## config.mk

```make
export PLATFORM = sky130hd
export DESIGN_NAME = gpx_port_ctl
export DESIGN_NICKNAME = d
export VERILOG_FILES = /design/src/rtl/gpx_pkg.sv /design/src/rtl/gpx_insync.sv /design/src/rtl/gpx_regfile.sv /design/src/rtl/gpx_pad_ctl.sv /design/src/rtl/gpx_port_ctl.sv
export SDC_FILE = /design/constraint.sdc
export NUM_CORES = 1
export LEC_CHECK = 0
export ABC_CLOCK_PERIOD_IN_PS = 2200
export BUFFER_PORTS_ARGS = -buffer_cell sky130_fd_sc_hd__buf_2
export CAP_MARGIN = 15
export CORE_ASPECT_RATIO = 0.9
export CORE_UTILIZATION = 51
export CTS_CLUSTER_DIAMETER = 30
export DETAILED_ROUTE_END_ITERATION = 6
export PLACE_DENSITY = 0.73
export SYNTH_ARGS = -nofsm -noshare
export SYNTH_HDL_FRONTEND = slang
export SYNTH_HIERARCHICAL = 1
export SYNTH_SLANG_ARGS = --single-unit
export TNS_END_PERCENT = 100
```

## constraint.sdc

```tcl
create_clock -name clk -period 2.2 [get_ports clk]
set_clock_uncertainty 0.05 [all_clocks]
set_input_delay 0 -clock clk [delete_from_list [all_inputs] [get_ports clk]]
set_output_delay 0 -clock clk [all_outputs]
set_load 0.02 [all_outputs]
```

## src/rtl/gpx_pkg.sv

```systemverilog
package gpx_pkg;
  // register bus width, also the width of one port
  localparam int DW = 8;

  localparam logic [7:0] A_IN_BASE   = 8'h00;
  localparam logic [7:0] A_OUT_BASE  = 8'h04;
  localparam logic [7:0] A_DIR_BASE  = 8'h08;
  localparam logic [7:0] A_MODE_BASE = 8'h0C;
  localparam logic [7:0] A_CTL       = 8'h10;
  localparam logic [7:0] A_DIM_BASE  = 8'h20;

  localparam int CTL_PP_BIT = 4;

  // reset pattern of one port: lower half follows strap[0], upper half strap[1]
  function automatic logic [DW-1:0] strap_fill(input logic [1:0] strap);
    logic [DW-1:0] v;
    for (int b = 0; b < DW; b++) v[b] = (b < DW/2) ? strap[0] : strap[1];
    return v;
  endfunction

  // pad drive of one pin: returns {oe, value}
  function automatic logic [1:0] pad_drive(input logic out_bit, input logic is_input,
                                           input logic is_led, input logic open_drain);
    if (is_input || is_led) return 2'b00;
    if (open_drain)         return {~out_bit, 1'b0};
    return {1'b1, out_bit};
  endfunction
endpackage

```

## src/rtl/gpx_insync.sv

```systemverilog
module gpx_insync #(
  parameter int W = 16
) (
  input  logic         clk,
  input  logic         rst_n,
  input  logic [W-1:0] din,
  output logic [W-1:0] dout
);
  logic [W-1:0] s1_q, s2_q;
  logic [1:0]   warm_q;

  always_ff @(posedge clk) begin
    s1_q <= din;
    s2_q <= s1_q;
  end

  always_ff @(posedge clk) begin
    if (!rst_n)             warm_q <= '0;
    else if (warm_q != 2'd2) warm_q <= warm_q + 2'd1;
  end

  assign dout = s2_q;


  sync_latency_chk: assert property (@(posedge clk) disable iff (!rst_n)
    (warm_q == 2'd2) |-> (dout == $past(din, 2)));
endmodule

```

## src/rtl/gpx_regfile.sv

```systemverilog
module gpx_regfile
  import gpx_pkg::*;
#(
  parameter  int NPORT = 2,
  localparam int NPIN  = NPORT * DW
) (
  input  logic                     clk,
  input  logic                     rst_n,
  input  logic [1:0]               strap,
  input  logic                     wr,
  input  logic [7:0]               addr,
  input  logic [DW-1:0]            wdata,
  input  logic [NPIN-1:0]          in_sync,
  output logic [DW-1:0]            rdata,
  output logic [NPIN-1:0]          out_q,
  output logic [NPIN-1:0]          dir_q,
  output logic [NPIN-1:0]          mode_q,
  output logic                     ctl_pp,
  output logic [1:0]               ctl_range,
  output logic [NPIN-1:0][DW-1:0]  dim_q
);
  logic wr_in_hit;
  logic wr_ctl_hit;

  assign wr_in_hit  = wr && ((addr - A_IN_BASE) < 8'(NPORT));
  assign wr_ctl_hit = wr && (addr == A_CTL);

  always_ff @(posedge clk) begin
    if (!rst_n) begin
      for (int p = 0; p < NPORT; p++) out_q[p*DW +: DW] <= strap_fill(strap);
      dir_q     <= '0;
      mode_q    <= '1;
      ctl_pp    <= 1'b0;
      ctl_range <= 2'd0;
      dim_q     <= '0;
    end else if (wr) begin
      for (int p = 0; p < NPORT; p++) begin
        if (addr == A_OUT_BASE  + 8'(p)) out_q [p*DW +: DW] <= wdata;
        if (addr == A_DIR_BASE  + 8'(p)) dir_q [p*DW +: DW] <= wdata;
        if (addr == A_MODE_BASE + 8'(p)) mode_q[p*DW +: DW] <= wdata;
      end
      if (wr_ctl_hit) begin
        ctl_pp    <= wdata[CTL_PP_BIT];
        ctl_range <= wdata[1:0];
      end
      for (int i = 0; i < NPIN; i++)
        if (addr == A_DIM_BASE + 8'(i)) dim_q[i] <= wdata;
    end
  end

  always_comb begin
    rdata = '0;
    for (int p = 0; p < NPORT; p++) begin
      if (addr == A_IN_BASE   + 8'(p)) rdata = in_sync[p*DW +: DW];
      if (addr == A_OUT_BASE  + 8'(p)) rdata = out_q  [p*DW +: DW];
      if (addr == A_DIR_BASE  + 8'(p)) rdata = dir_q  [p*DW +: DW];
      if (addr == A_MODE_BASE + 8'(p)) rdata = mode_q [p*DW +: DW];
    end
    if (addr == A_CTL) begin
      rdata[CTL_PP_BIT] = ctl_pp;
      rdata[1:0]        = ctl_range;
    end
    for (int i = 0; i < NPIN; i++)
      if (addr == A_DIM_BASE + 8'(i)) rdata = dim_q[i];
  end


  strap_load_chk: assert property (@(posedge clk)
    (!rst_n) |=> (out_q == {NPORT{strap_fill($past(strap))}}));


  in_wr_ignored_chk: assert property (@(posedge clk) disable iff (!rst_n)
    wr_in_hit |=> ($stable(out_q) && $stable(dir_q) && $stable(mode_q) &&
                   $stable(ctl_pp) && $stable(ctl_range) && $stable(dim_q)));


  ctl_range_load_chk: assert property (@(posedge clk) disable iff (!rst_n)
    wr_ctl_hit |=> (ctl_range == $past(wdata[1:0])));
endmodule

```

## src/rtl/gpx_pad_ctl.sv

```systemverilog
module gpx_pad_ctl
  import gpx_pkg::*;
#(
  parameter  int NPORT = 2,
  localparam int NPIN  = NPORT * DW
) (
  input  logic                     clk,
  input  logic                     rst_n,
  input  logic [NPIN-1:0]          out_q,
  input  logic [NPIN-1:0]          dir_q,
  input  logic [NPIN-1:0]          mode_q,
  input  logic                     ctl_pp,
  input  logic [NPIN-1:0][DW-1:0]  dim_q,
  output logic [NPIN-1:0]          pin_out,
  output logic [NPIN-1:0]          pin_oe,
  output logic [NPIN-1:0]          led_en,
  output logic [NPIN*DW-1:0]       dim_code
);
  for (genvar i = 0; i < NPIN; i++) begin : g_pin
    // only port 0 can run open-drain
    localparam bit OD_CAPABLE = (i < DW);
    logic [1:0] drv;
    assign drv    = pad_drive(out_q[i], dir_q[i], ~mode_q[i], OD_CAPABLE && !ctl_pp);
    assign pin_oe[i]  = drv[1];
    assign pin_out[i] = drv[0];
    assign led_en[i]  = ~mode_q[i];
    assign dim_code[i*DW +: DW] = mode_q[i] ? '0 : dim_q[i];
  end


  led_no_drive_chk: assert property (@(posedge clk) disable iff (!rst_n)
    ((led_en & pin_oe) == '0));


  dir_in_no_drive_chk: assert property (@(posedge clk) disable iff (!rst_n)
    ((dir_q & pin_oe) == '0));


  od_never_high_chk: assert property (@(posedge clk) disable iff (!rst_n)
    (!ctl_pp) |-> (pin_out[DW-1:0] == '0));
endmodule

```

## src/rtl/gpx_port_ctl.sv

```systemverilog
module gpx_port_ctl
  import gpx_pkg::*;
#(
  parameter  int NPORT = 2,
  localparam int NPIN  = NPORT * DW
) (
  input  logic                 clk,
  input  logic                 rst_n,
  input  logic [1:0]           strap,
  input  logic                 reg_wr,
  input  logic [7:0]           reg_addr,
  input  logic [DW-1:0]        reg_wdata,
  output logic [DW-1:0]        reg_rdata,
  input  logic [NPIN-1:0]      pin_in,
  output logic [NPIN-1:0]      pin_out,
  output logic [NPIN-1:0]      pin_oe,
  output logic [NPIN-1:0]      led_en,
  output logic [NPIN*DW-1:0]   dim_code,
  output logic [1:0]           dim_range
);
  logic [NPIN-1:0]         in_sync;
  logic [NPIN-1:0]         out_q, dir_q, mode_q;
  logic                    ctl_pp;
  logic [1:0]              ctl_range;
  logic [NPIN-1:0][DW-1:0] dim_q;

  gpx_insync #(.W(NPIN)) u_sync (
    .clk(clk), .rst_n(rst_n), .din(pin_in), .dout(in_sync)
  );

  gpx_regfile #(.NPORT(NPORT)) u_regs (
    .clk(clk), .rst_n(rst_n), .strap(strap),
    .wr(reg_wr), .addr(reg_addr), .wdata(reg_wdata), .in_sync(in_sync),
    .rdata(reg_rdata), .out_q(out_q), .dir_q(dir_q), .mode_q(mode_q),
    .ctl_pp(ctl_pp), .ctl_range(ctl_range), .dim_q(dim_q)
  );

  gpx_pad_ctl #(.NPORT(NPORT)) u_pads (
    .clk(clk), .rst_n(rst_n),
    .out_q(out_q), .dir_q(dir_q), .mode_q(mode_q), .ctl_pp(ctl_pp), .dim_q(dim_q),
    .pin_out(pin_out), .pin_oe(pin_oe), .led_en(led_en), .dim_code(dim_code)
  );

  assign dim_range = ctl_range;
endmodule

```

==> results.py, run 1 <==
metrics = {
    "status": {
        "outcome": "finished with violations",
        "violations": "negative setup slack",
    },
    "grt": {
        "grt_pass1_wl_um": 62900,
        "grt_use_met2_pct": 57.6,
        "grt_pass1_vias": 10400,
        "met3_usage_pct": 9.44,
        "antenna_found_initial": 0,
        "met1_usage_pct": 52.5,
        "globalRouteTotalUtil_pct": 37.9,
        "grt_max_degree": 108,
        "overflow": 0,
        "top_usage_layer": "met2",
    },
    "power_and_ir_drop": {
        "swShare_pct": 25.1,
        "pwr-share-comb_pct": 7.3,
        "pwr-share-seq_pct": 35.4,
        "finalPower_mw": 11.2,
        "clkPwrFrac_pct": 57.3,
        "p_leak_nw": 6.77,
        "peakVddDrop_mv": 0.737,
        "power-per-cell-area_nw_per_um2": 754,
        "switching_power_mw": 2.82,
        "internal_power_mw": 8.43,
    },
    "routing": {
        "ant_nets": 0,
        "via_count": 11300,
        "dr.pass1.iters": 5,
        "via_per_inst": 5.90,
        "wl_per_cell_um": 22.1,
        "drc": 0,
        "drt_iter0_drc": 1179,
        "wirelength_um": 42200,
    },
    "timing": {
        "drv_slew": 0,
        "setup_ws_ps": -109,
        "tightest_slew_ps": 732,
        "hold_ws_ps": 16.5,
        "hold_viol": 0,
        "max_freq_ghz": 0.433,
        "final.setup.tns_ps": -132,
        "fin_crit_ps": 2310,
        "final.period_utilization_pct": 105,
        "slew_headroom_pct": 51.2,
        "grt_setup_unrepaired": "true",
        "setup_viol": 2,
    },
    "worst_setup_path": {
        "critPathCapture": "reg_rdata[0]",
        "cp_max_fo": 2,
        "critical_path_class": "flip-flop to output pin",
        "r2r-end": "u_regs/dim_q[42]",
        "ff2ff_setup_slack_ps": 1270,
        "critPathMaxStageDelay_ps": 500,
        "rr_startpoint": "u_regs/dim_q[42]",
        "path_buf_inv": 1,
        "arrival_ps": 2260,
        "crit_chain": "mux4_2 -> a22oi_2 -> a31oi_2 -> nor4_2 -> o31ai_2 -> buf_6",
        "start_kind": "flip-flop",
        "required_ps": 2150,
        "slowest_stage": "mux4_2",
        "cp.depth": 6,
        "cp-end-kind": "output pin",
        "crit_family": "compound AO/OA/AOI/OAI gates",
        "startpoint": "u_regs/out_q[8]",
        "reg2reg_depth": 2,
    },
    "floorplanning": {
        "die_area_um2": 22100,
        "coreArea_um2": 21000,
        "start_util_pct": 52.3,
        "die_w_um": 157,
        "rows": 50,
        "io_pins": 223,
        "die_height_um": 141,
    },
    "yosys": {
        "syn_avg_cell_area_um2": 8.54,
        "synth.distinct_cells": 69,
        "yosysWarnings": 6,
        "synth_top_area_share_pct": 35.6,
        "yosysSeqAreaShare_pct": 40.0,
        "syn_nets": 1321,
        "synth_top_area_cell": "dfxtp_1",
        "synth.cell_area_um2": 11000,
        "synth_cells": 1284,
        "ys.flop_type": "dfxtp_1",
        "synth.area.top_cells": "dfxtp_1 (36%), nand2_1 (8.4%), and2b_1 (8.2%), a21boi_0 (7.3%), mux2i_1 (5.3%)",
        "async_reset_ff_share_pct": 0,
        "synth_edf_count": 16,
        "ys_ff_latch": 211,
    },
    "final_layout": {
        "fin_area_um2": 14900,
        "drive_gt1_share_pct": 30.3,
        "fillCellCount": 1635,
        "areaGrowthSynthToFinish_pct": 36.0,
        "nets": 1631,
        "fin_cells": 1915,
    },
    "clock_tree": {
        "cts_tree": "yes",
        "cts_root_buf": "clkbuf_16",
        "cts_buffer_depth": 3,
        "clock-sinks": 211,
        "clk_pin_slew_ps": 50,
        "cts_buffers": 42,
        "insertion_delay_ps": 530,
        "h-tree-depth": 2,
    },
    "min_path": {
        "hold_class": "primary input to flip-flop",
    },
    "placement": {
        "dpl-instance-area_um2": 12900,
        "portBuffers": 222,
        "placed_cells": 1803,
        "place_congestion": 0.976,
        "hpwl_um": 29600,
    },
    "job": {
        "cap_violations": 0,
    },
}
## flip-flops by register name (all words and copies together), names as in the netlist
signal and count:
u_regs/dir_q 16, u_sync/s1_q 16, u_regs/ctl_range 2, u_sync/dout 16, u_regs/mode_q 16, u_regs/ctl_pp 1, u_regs/out_q 16, u_regs/dim_q 128
## layer usage
metal  vias to the layer above  wire length, um
met1                      5365            17400
met5                         -                0
met4                         0             1220
li1                       5101                -
met2                       729            18800
met3                        98             4860
## layout make-up
| type | instances | area, um2 | share of cell area, % |
|---|---|---|---|
| inverter | 24 | 90.1 | 0.604 |
| clock inverter | 31 | 354 | 2.37 |
| clock buffer | 47 | 1100 | 7.38 |
| timing repair buffer | 353 | 2270 | 15.2 |
| multi-input combinational | 962 | 6340 | 42.5 |
| antenna | 1 | 2.50 | 0.0168 |
| tap | 286 | 358 | 2.40 |
| sequential | 211 | 4390 | 29.5 |
## cell usage after synthesis, types with 9 or more instances
cell type  count
clkbuf_1      63
and2b_1      120
nor2b_1       61
nand2_1      244
a22oi_1        9
nor2_1        34
nor3_1        22
edfxtp_1      16
a31oi_1       11
inv_1         16
nand2b_1      15
o21ai_0       71
a211oi_1      11
dfxtp_1      195
a21oi_1       26
buf_2         13
mux4_2        10
a21boi_0     106
o22ai_1       13
nand3_1       45
mux2i_1       58
mux2_2        13
## cells by family (layout without fill, tap and decap cells)
group,after synthesis,count (layout),share of synthesized area (%)
other cells,0,1,0
mux,81,81,8.68
compound gates,299,299,18.6
buf+inv,111,455,4.22
simple gates,582,582,28.5
flops,211,211,40.0
## power groups by stage
stage,Sequential [mW],Clock (mW),Combinational (mW)
2_1_floorplan,4.04,0,0.418
3_3_place_gp,4.06,0,0.704
3_5_place_dp,4.06,0,0.704
4_1_cts,3.98,6.48,0.775
5_1_grt,3.98,6.68,0.848
6_report,3.98,6.45,0.819
## worst min-delay path by stage
stage / startpoint / to / slack [ps] / cells past startpoint
after floorplan: pin_in[0] / u_sync/s1_q[0] / -20 / 0
after global placement: pin_in[15] / u_sync/s1_q[15] / 50 / 1
after detailed placement: pin_in[12] / u_sync/s1_q[12] / 50 / 1
after CTS: reg_wdata[7] / u_regs/dim_q[71] / 0.6 / 3
after global routing: reg_wdata[7] / u_regs/dim_q[23] / 40 / 3
final: reg_wdata[7] / u_regs/dim_q[71] / 20 / 3
## cell usage in the layout, fill, tap and decap left out, types with 5 or more instances in the layout
| cell type | instances |
|---|---|
| a21boi_0 | 106 |
| a22oi_1 | 7 |
| edfxtp_1 | 16 |
| inv_2 | 7 |
| o21ai_0 | 68 |
| inv_6 | 7 |
| buf_2 | 214 |
| and2b_1 | 120 |
| clkbuf_16 | 43 |
| a211oi_2 | 5 |
| nand2b_1 | 15 |
| dfxtp_2 | 5 |
| nor2_2 | 10 |
| buf_4 | 103 |
| nor2b_1 | 61 |
| mux2_2 | 12 |
| nor3_1 | 20 |
| nand3_1 | 45 |
| dlygate4sd3_1 | 26 |
| buf_12 | 6 |
| mux4_2 | 10 |
| a211oi_1 | 8 |
| nand2_1 | 243 |
| mux2i_1 | 58 |
| a31oi_1 | 10 |
| o22ai_1 | 11 |
| nor2_1 | 29 |
| a32oi_1 | 5 |
| a21oi_1 | 23 |
| inv_1 | 16 |
| a22o_1 | 5 |
| clkinv_4 | 7 |
| and2_1 | 8 |
| dfxtp_1 | 189 |
## worst min-delay path: stages
cell and delay [ps]:
buf_2 330, nand2_1 130, a21boi_0 60
## metrics by stage
stage | worst slack (ps) | util (%)
4_1_cts | -169 | 70.4
2_1_floorplan | 212 | -
5_1_grt | -136 | 71.1
6_report | -109 | 71.1
3_5_place_dp | -29.9 | 61.4
3_3_place_gp | -24.0 | 61.4
## repair_timing
item | in CTS | in global routing
pin swaps | 16 | 18
setup buffers | 6 | 4
setup endpoints to repair | 8 | 8
hold endpoints to repair | 106 | 0
hold buffers | 26 | 0
gates resized for setup | 37 | 28
Power figures use the tool's default switching activity.
==> run 2, diff against run 1 <==
--- a/config.mk
+++ b/config.mk
@@ -5,14 +5,14 @@
 export SDC_FILE = /design/constraint.sdc
 export NUM_CORES = 1
 export LEC_CHECK = 0
-export ABC_CLOCK_PERIOD_IN_PS = 2200
+export ABC_CLOCK_PERIOD_IN_PS = 2100
 export BUFFER_PORTS_ARGS = -buffer_cell sky130_fd_sc_hd__buf_2
 export CAP_MARGIN = 15
 export CORE_ASPECT_RATIO = 0.9
-export CORE_UTILIZATION = 51
+export CORE_UTILIZATION = 50
 export CTS_CLUSTER_DIAMETER = 30
 export DETAILED_ROUTE_END_ITERATION = 6
-export PLACE_DENSITY = 0.73
+export PLACE_DENSITY = 0.75
 export SYNTH_ARGS = -nofsm -noshare
 export SYNTH_HDL_FRONTEND = slang
 export SYNTH_HIERARCHICAL = 1
==> constraint.sdc (replaced) <==
create_clock -name clk -period 2.1 [get_ports clk]
set_clock_uncertainty 0.05 [all_clocks]
set_input_delay 0 -clock clk [delete_from_list [all_inputs] [get_ports clk]]
set_output_delay 0 -clock clk [all_outputs]
set_load 0.02 [all_outputs]
==> run 2 against run 1 <==
- via count rose by 3.1%
- design area rose by 3.5%
- global-route usage rose by 1.2 points
- highest routed layer unchanged
- power rose by 5.3%
- clock power rose by 4.3%
- worst hold slack improved by 5.8 ps
- the flow finishes with violations (design-rule violations, negative setup slack)
- core utilization rose by 0.40 points
- register-to-register slack got worse by 80 ps
- clock-buffer cell count rose by 3
- combinational power rose by 14%
- routed wire length rose by 6.2%
- critical path depth did not move
- largest power group unchanged
- critical path type unchanged
==> results.py, run 2 (synthesis results as in run 1) <==
metrics = {
    "status": {
        "outcome": "finished with violations",
        "violations": "design-rule violations, negative setup slack",
    },
    "timing": {
        "drv_slew": 0,
        "fin_crit_ps": 2350,
        "setup_viol": 6,
        "setup_ws_ps": -246,
        "tightest_slew_ps": 784,
        "final.period_utilization_pct": 112,
        "max_freq_ghz": 0.426,
        "hold_viol": 0,
        "final.setup.tns_ps": -558,
        "grt_setup_unrepaired": "true",
        "slew_headroom_pct": 47.7,
    },
    "routing": {
        "dr.pass1.iters": 7,
        "drc": 2,
        "via_per_inst": 5.92,
        "wirelength_um": 44900,
        "ant_nets": 0,
        "via_count": 11600,
        "drt_iter0_drc": 1413,
        "wl_per_cell_um": 22.8,
    },
    "clock_tree": {
        "cts_buffers": 41,
        "h-tree-depth": 2,
        "cts_buffer_depth": 3,
        "cts_root_buf": "clkbuf_16",
        "clock-sinks": 211,
        "cts_tree": "yes",
        "clk_pin_slew_ps": 50,
        "insertion_delay_ps": 530,
    },
    "final_layout": {
        "nets": 1678,
        "fin_area_um2": 15400,
        "largest_register_ffs": 128,
        "areaGrowthSynthToFinish_pct": 40.8,
        "fin_cells": 1965,
        "largest_register": "u_regs/dim_q",
        "final_common_cell": "nand2_1",
        "final_cell_mix": "nand2_1 (242), buf_2 (214), dfxtp_1 (181)",
        "drive_gt1_share_pct": 33.0,
        "antennaDiodeCount": 0,
    },
    "grt": {
        "grt_max_degree": 102,
        "overflow": 0,
        "grt_pass1_wl_um": 65600,
        "grt_pass1_vias": 11000,
        "top_usage_layer": "met2",
        "met1_usage_pct": 54.5,
        "antenna_found_initial": 1,
        "met3_usage_pct": 7.92,
        "grt_use_met2_pct": 59.9,
        "globalRouteTotalUtil_pct": 39.2,
    },
    "worst_setup_path": {
        "crit_chain": "mux4_2 -> a22oi_2 -> a31oi_1 -> nor4_2 -> o31ai_2 -> buf_6",
        "cp-end-kind": "output pin",
        "required_ps": 2050,
        "crit_family": "multiplexers",
        "arrival_ps": 2300,
        "start_kind": "flip-flop",
        "critPathMaxStageDelay_ps": 500,
        "critical_path_class": "flip-flop to output pin",
        "path_buf_inv": 1,
        "slowest_stage": "mux4_2",
        "cp_max_fo": 2,
    },
    "floorplanning": {
        "io_pins": 223,
        "die_height_um": 142,
        "rows": 51,
        "coreArea_um2": 21600,
        "die_w_um": 158,
        "die_area_um2": 22500,
        "start_util_pct": 50.8,
    },
    "power_and_ir_drop": {
        "finalPower_mw": 11.8,
        "power-per-cell-area_nw_per_um2": 767,
        "p_leak_nw": 7.03,
        "peakVddDrop_mv": 0.897,
    },
    "placement": {
        "place_congestion": 0.995,
        "portBuffers": 222,
        "placed_cells": 1853,
        "hpwl_um": 30800,
        "pre_cts_ws_ps": -53.6,
        "dpl-instance-area_um2": 13200,
    },
    "min_path": {
        "hold_class": "primary input to flip-flop",
    },
    "job": {
        "cap_violations": 0,
    },
}
-- run 2: where the power goes --
part	leakage, nW	internal (mW)	switching (mW)
Clock	0.697	4.44	2.29
Sequential	1.75	4.13	0.0430
Combinational	4.58	0.372	0.565
Total	7.03	8.94	2.90
-- run 2: routing by layer --
layer	part of all wire (%)	routed length, um	up-vias
met5	0	0	-
met4	3.3	1470	0
met3	11	5030	115
met2	44	19700	783
met1	41	18600	5554
li1	-	-	5186
-- run 2: repair_timing --
action | 4_1_cts | 5_1_grt
hold buffers | 26 | 0
setup endpoints to repair | 8 | 8
gates cloned | 0 | 1
buffers inserted | 9 | 5
gates resized for setup | 61 | 37
hold endpoints to repair | 93 | 0
pin swaps | 28 | 16
-- run 2: stage by stage --
stage / utilization [%] / hold WS (ps)
2_1_floorplan: - / -22.3
3_3_place_gp: 61.4 / 53.1
3_5_place_dp: 61.4 / 54.0
4_1_cts: 70.6 / 6.85
5_1_grt: 71.6 / 8.13
6_report: 71.6 / 22.3
-- run 2: worst min-delay path, delay by kind of cell --
family,cells,cell delay (ps)
simple gates,1,130
buf+inv,1,330
compound gates,1,70
-- run 2: layout make-up --
| cell class | count | area, um2 |
|---|---|---|
| clock buffer | 50 | 1110 |
| clock inverter | 26 | 323 |
| fill | 1677 | 6140 |
| inverter | 24 | 90.1 |
| multi-input combinational | 962 | 6460 |
| sequential | 211 | 4410 |
| tap | 291 | 364 |
| timing repair buffer | 401 | 2680 |
-- run 2: final timing paths --
kind	from	endpoint	slack (ps)	depth (start not counted)
worst max register to register	u_regs/ctl_pp	u_regs/ctl_pp	1190	3
worst min-delay path	reg_wdata[5]	u_regs/dim_q[85]	20	3
worst max-delay path	u_regs/out_q[0]	reg_rdata[0]	-250	6
worst min register to register	u_sync/s1_q[0]	u_sync/dout[0]	270	0
==> run 3, diff against run 2 <==
--- a/config.mk
+++ b/config.mk
@@ -13,6 +13,7 @@
 export CTS_CLUSTER_DIAMETER = 30
 export DETAILED_ROUTE_END_ITERATION = 6
 export PLACE_DENSITY = 0.75
+export RECOVER_POWER = 50
 export SYNTH_ARGS = -nofsm -noshare
 export SYNTH_HDL_FRONTEND = slang
 export SYNTH_HIERARCHICAL = 1
==> run 3 against run 2 <==
- the run ends with negative setup slack left
- core utilization shrank 0.61 points
- critical path depth is the same
- clock-buffer cell count did not move
- maximum frequency is 0.24% higher
- register-to-register slack got worse by 400 ps
- design area shrank 0.85%
- first-iteration DRC count is 5.6% lower
- critical endpoint unchanged
- highest routed layer unchanged
==> results.py, run 3 (synthesis results as in run 1) <==
metrics = {
    "status": {
        "outcome": "finished with violations",
        "violations": "negative setup slack",
    },
    "worst_setup_path": {
        "cp-end-kind": "output pin",
        "slowest_stage": "mux4_2",
        "ff2ff_setup_slack_ps": 790,
        "required_ps": 2050,
        "crit_chain": "mux4_2 -> a22oi_2 -> a31oi_1 -> nor4_2 -> o31ai_2 -> buf_6",
        "critPathMaxStageDelay_ps": 500,
        "r2r-end": "u_regs/mode_q[5]",
        "rr_startpoint": "u_regs/mode_q[5]",
        "cp_max_fo": 2,
        "arrival_ps": 2290,
        "critical_path_class": "flip-flop to output pin",
        "start_kind": "flip-flop",
        "reg2reg_depth": 3,
    },
    "timing": {
        "final.period_utilization_pct": 111,
        "tightest_slew_ps": 952,
        "setup_viol": 14,
        "grt_setup_unrepaired": "true",
        "slew_headroom_pct": 36.5,
        "hold_viol": 0,
        "max_freq_ghz": 0.427,
        "fin_crit_ps": 2340,
        "setup_ws_ps": -240,
        "drv_slew": 0,
    },
    "routing": {
        "drt_iter0_drc": 1334,
        "wl_per_cell_um": 22.8,
        "drc": 0,
        "ant_nets": 0,
        "dr.pass1.iters": 6,
        "via_count": 11600,
        "via_per_inst": 5.90,
        "wirelength_um": 44800,
    },
    "power_and_ir_drop": {
        "peakVddDrop_mv": 0.901,
        "finalPower_mw": 11.8,
        "power-per-cell-area_nw_per_um2": 774,
        "p_leak_nw": 6.87,
    },
    "grt": {
        "globalRouteTotalUtil_pct": 39.2,
        "grt_max_degree": 102,
        "grt_pass1_vias": 11000,
        "grt_pass1_wl_um": 65600,
        "overflow": 0,
        "antenna_found_initial": 1,
    },
    "final_layout": {
        "drive_gt1_share_pct": 30.6,
        "largest_register": "u_regs/dim_q",
        "seqCellArea_um2": 4410,
        "final_common_cell": "nand2_1",
        "nets": 1678,
        "largest_register_ffs": 128,
        "post-route-util_pct": 70.9,
        "areaGrowthSynthToFinish_pct": 39.6,
        "multiInputGateArea_um2": 6450,
        "fillCellCount": 1725,
        "fin_cells": 1965,
        "final_cell_mix": "nand2_1 (242), buf_2 (194), dfxtp_1 (181)",
        "antennaDiodeCount": 0,
    },
    "clock_tree": {
        "cts_buffers": 41,
        "clock-sinks": 211,
        "clk_pin_slew_ps": 50,
        "insertion_delay_ps": 530,
        "h-tree-depth": 2,
        "cts_root_buf": "clkbuf_16",
        "cts_tree": "yes",
        "cts_buffer_depth": 3,
    },
    "floorplanning": {
        "coreArea_um2": 21600,
        "die_area_um2": 22500,
        "rows": 51,
        "io_pins": 223,
        "die_w_um": 158,
        "die_height_um": 142,
        "start_util_pct": 50.8,
    },
    "min_path": {
        "min_from": "reg_wdata[5]",
        "holdPathStages": 3,
        "min_to": "u_regs/dim_q[69]",
        "hold_class": "primary input to flip-flop",
    },
    "placement": {
        "hpwl_um": 30800,
        "placed_cells": 1853,
        "portBuffers": 222,
        "place_congestion": 0.995,
    },
    "job": {
        "cap_violations": 0,
    },
}
[run 3: critical path: cells and delay by family, from the launching register on]
family | cells | cell delay, ps
AND/OR/NAND/NOR | 1 | 220
AO/OA/AOI/OAI | 3 | 480
multiplexers | 1 | 500
buffers and inverters | 1 | 140
flip-flops | 1 | 410
[run 3: where the power goes]
part | internal (mW) | total, mW | switching (mW)
registers | 4.13 | 4.17 | 0.0428
clock network | 4.44 | 6.74 | 2.30
logic | 0.366 | 0.927 | 0.561
total | 8.94 | 11.8 | 2.90
[run 3: repair_timing]
| action | CTS | global route |
|---|---|---|
| endpoints found under the hold margin | 93 | 0 |
| buffers inserted | 9 | 5 |
| gates resized for setup | 61 | 37 |
| setup endpoints to repair | 8 | 8 |
| pin swaps | 28 | 16 |
| hold buffers | 26 | 0 |
| gates cloned | 0 | 1 |
[run 3: cell type report]
type / count / share of cell area, %
multi-input combinational: 962 / 42.2
sequential: 211 / 28.8
clock buffer: 50 / 7.26
clock inverter: 26 / 2.11
timing repair buffer: 401 / 16.7
tap: 291 / 2.38
inverter: 24 / 0.589
[run 3: worst max path at each step]
stage	start	depth (start not counted)	to
final	u_regs/out_q[0]	6	reg_rdata[0]
after global placement	reg_addr[1]	10	reg_rdata[2]
after CTS	u_regs/out_q[8]	6	reg_rdata[0]
after detailed placement	reg_addr[7]	10	u_regs/dim_q[108]
after global routing	u_regs/out_q[0]	6	reg_rdata[0]
after floorplan	reg_addr[3]	7	reg_rdata[0]
[run 3: routing by layer]
layer | vias up | share of wire [%] | global-route usage (%)
met1 | 5509 | 41 | 54.5
li1 | 5178 | - | -
met5 | - | 0 | 0
met4 | 0 | 3.1 | 14.1
met2 | 789 | 44 | 59.9
met3 | 108 | 11 | 7.92
[run 3: metrics by stage]
step / TNS (ps) / setup WS [ps] / instance area, um2 / hold WS, ps
3_5_place_dp: -82.8 / -53.6 / 13200 / 54.0
6_report: -754 / -240 / 15300 / 29.3
3_3_place_gp: -98.0 / -49.2 / 13200 / 53.1
5_1_grt: -6030 / -287 / 15300 / 11.9
4_1_cts: -640 / -297 / 15200 / 6.85
2_1_floorplan: 0 / 112 / 11000 / -22.3
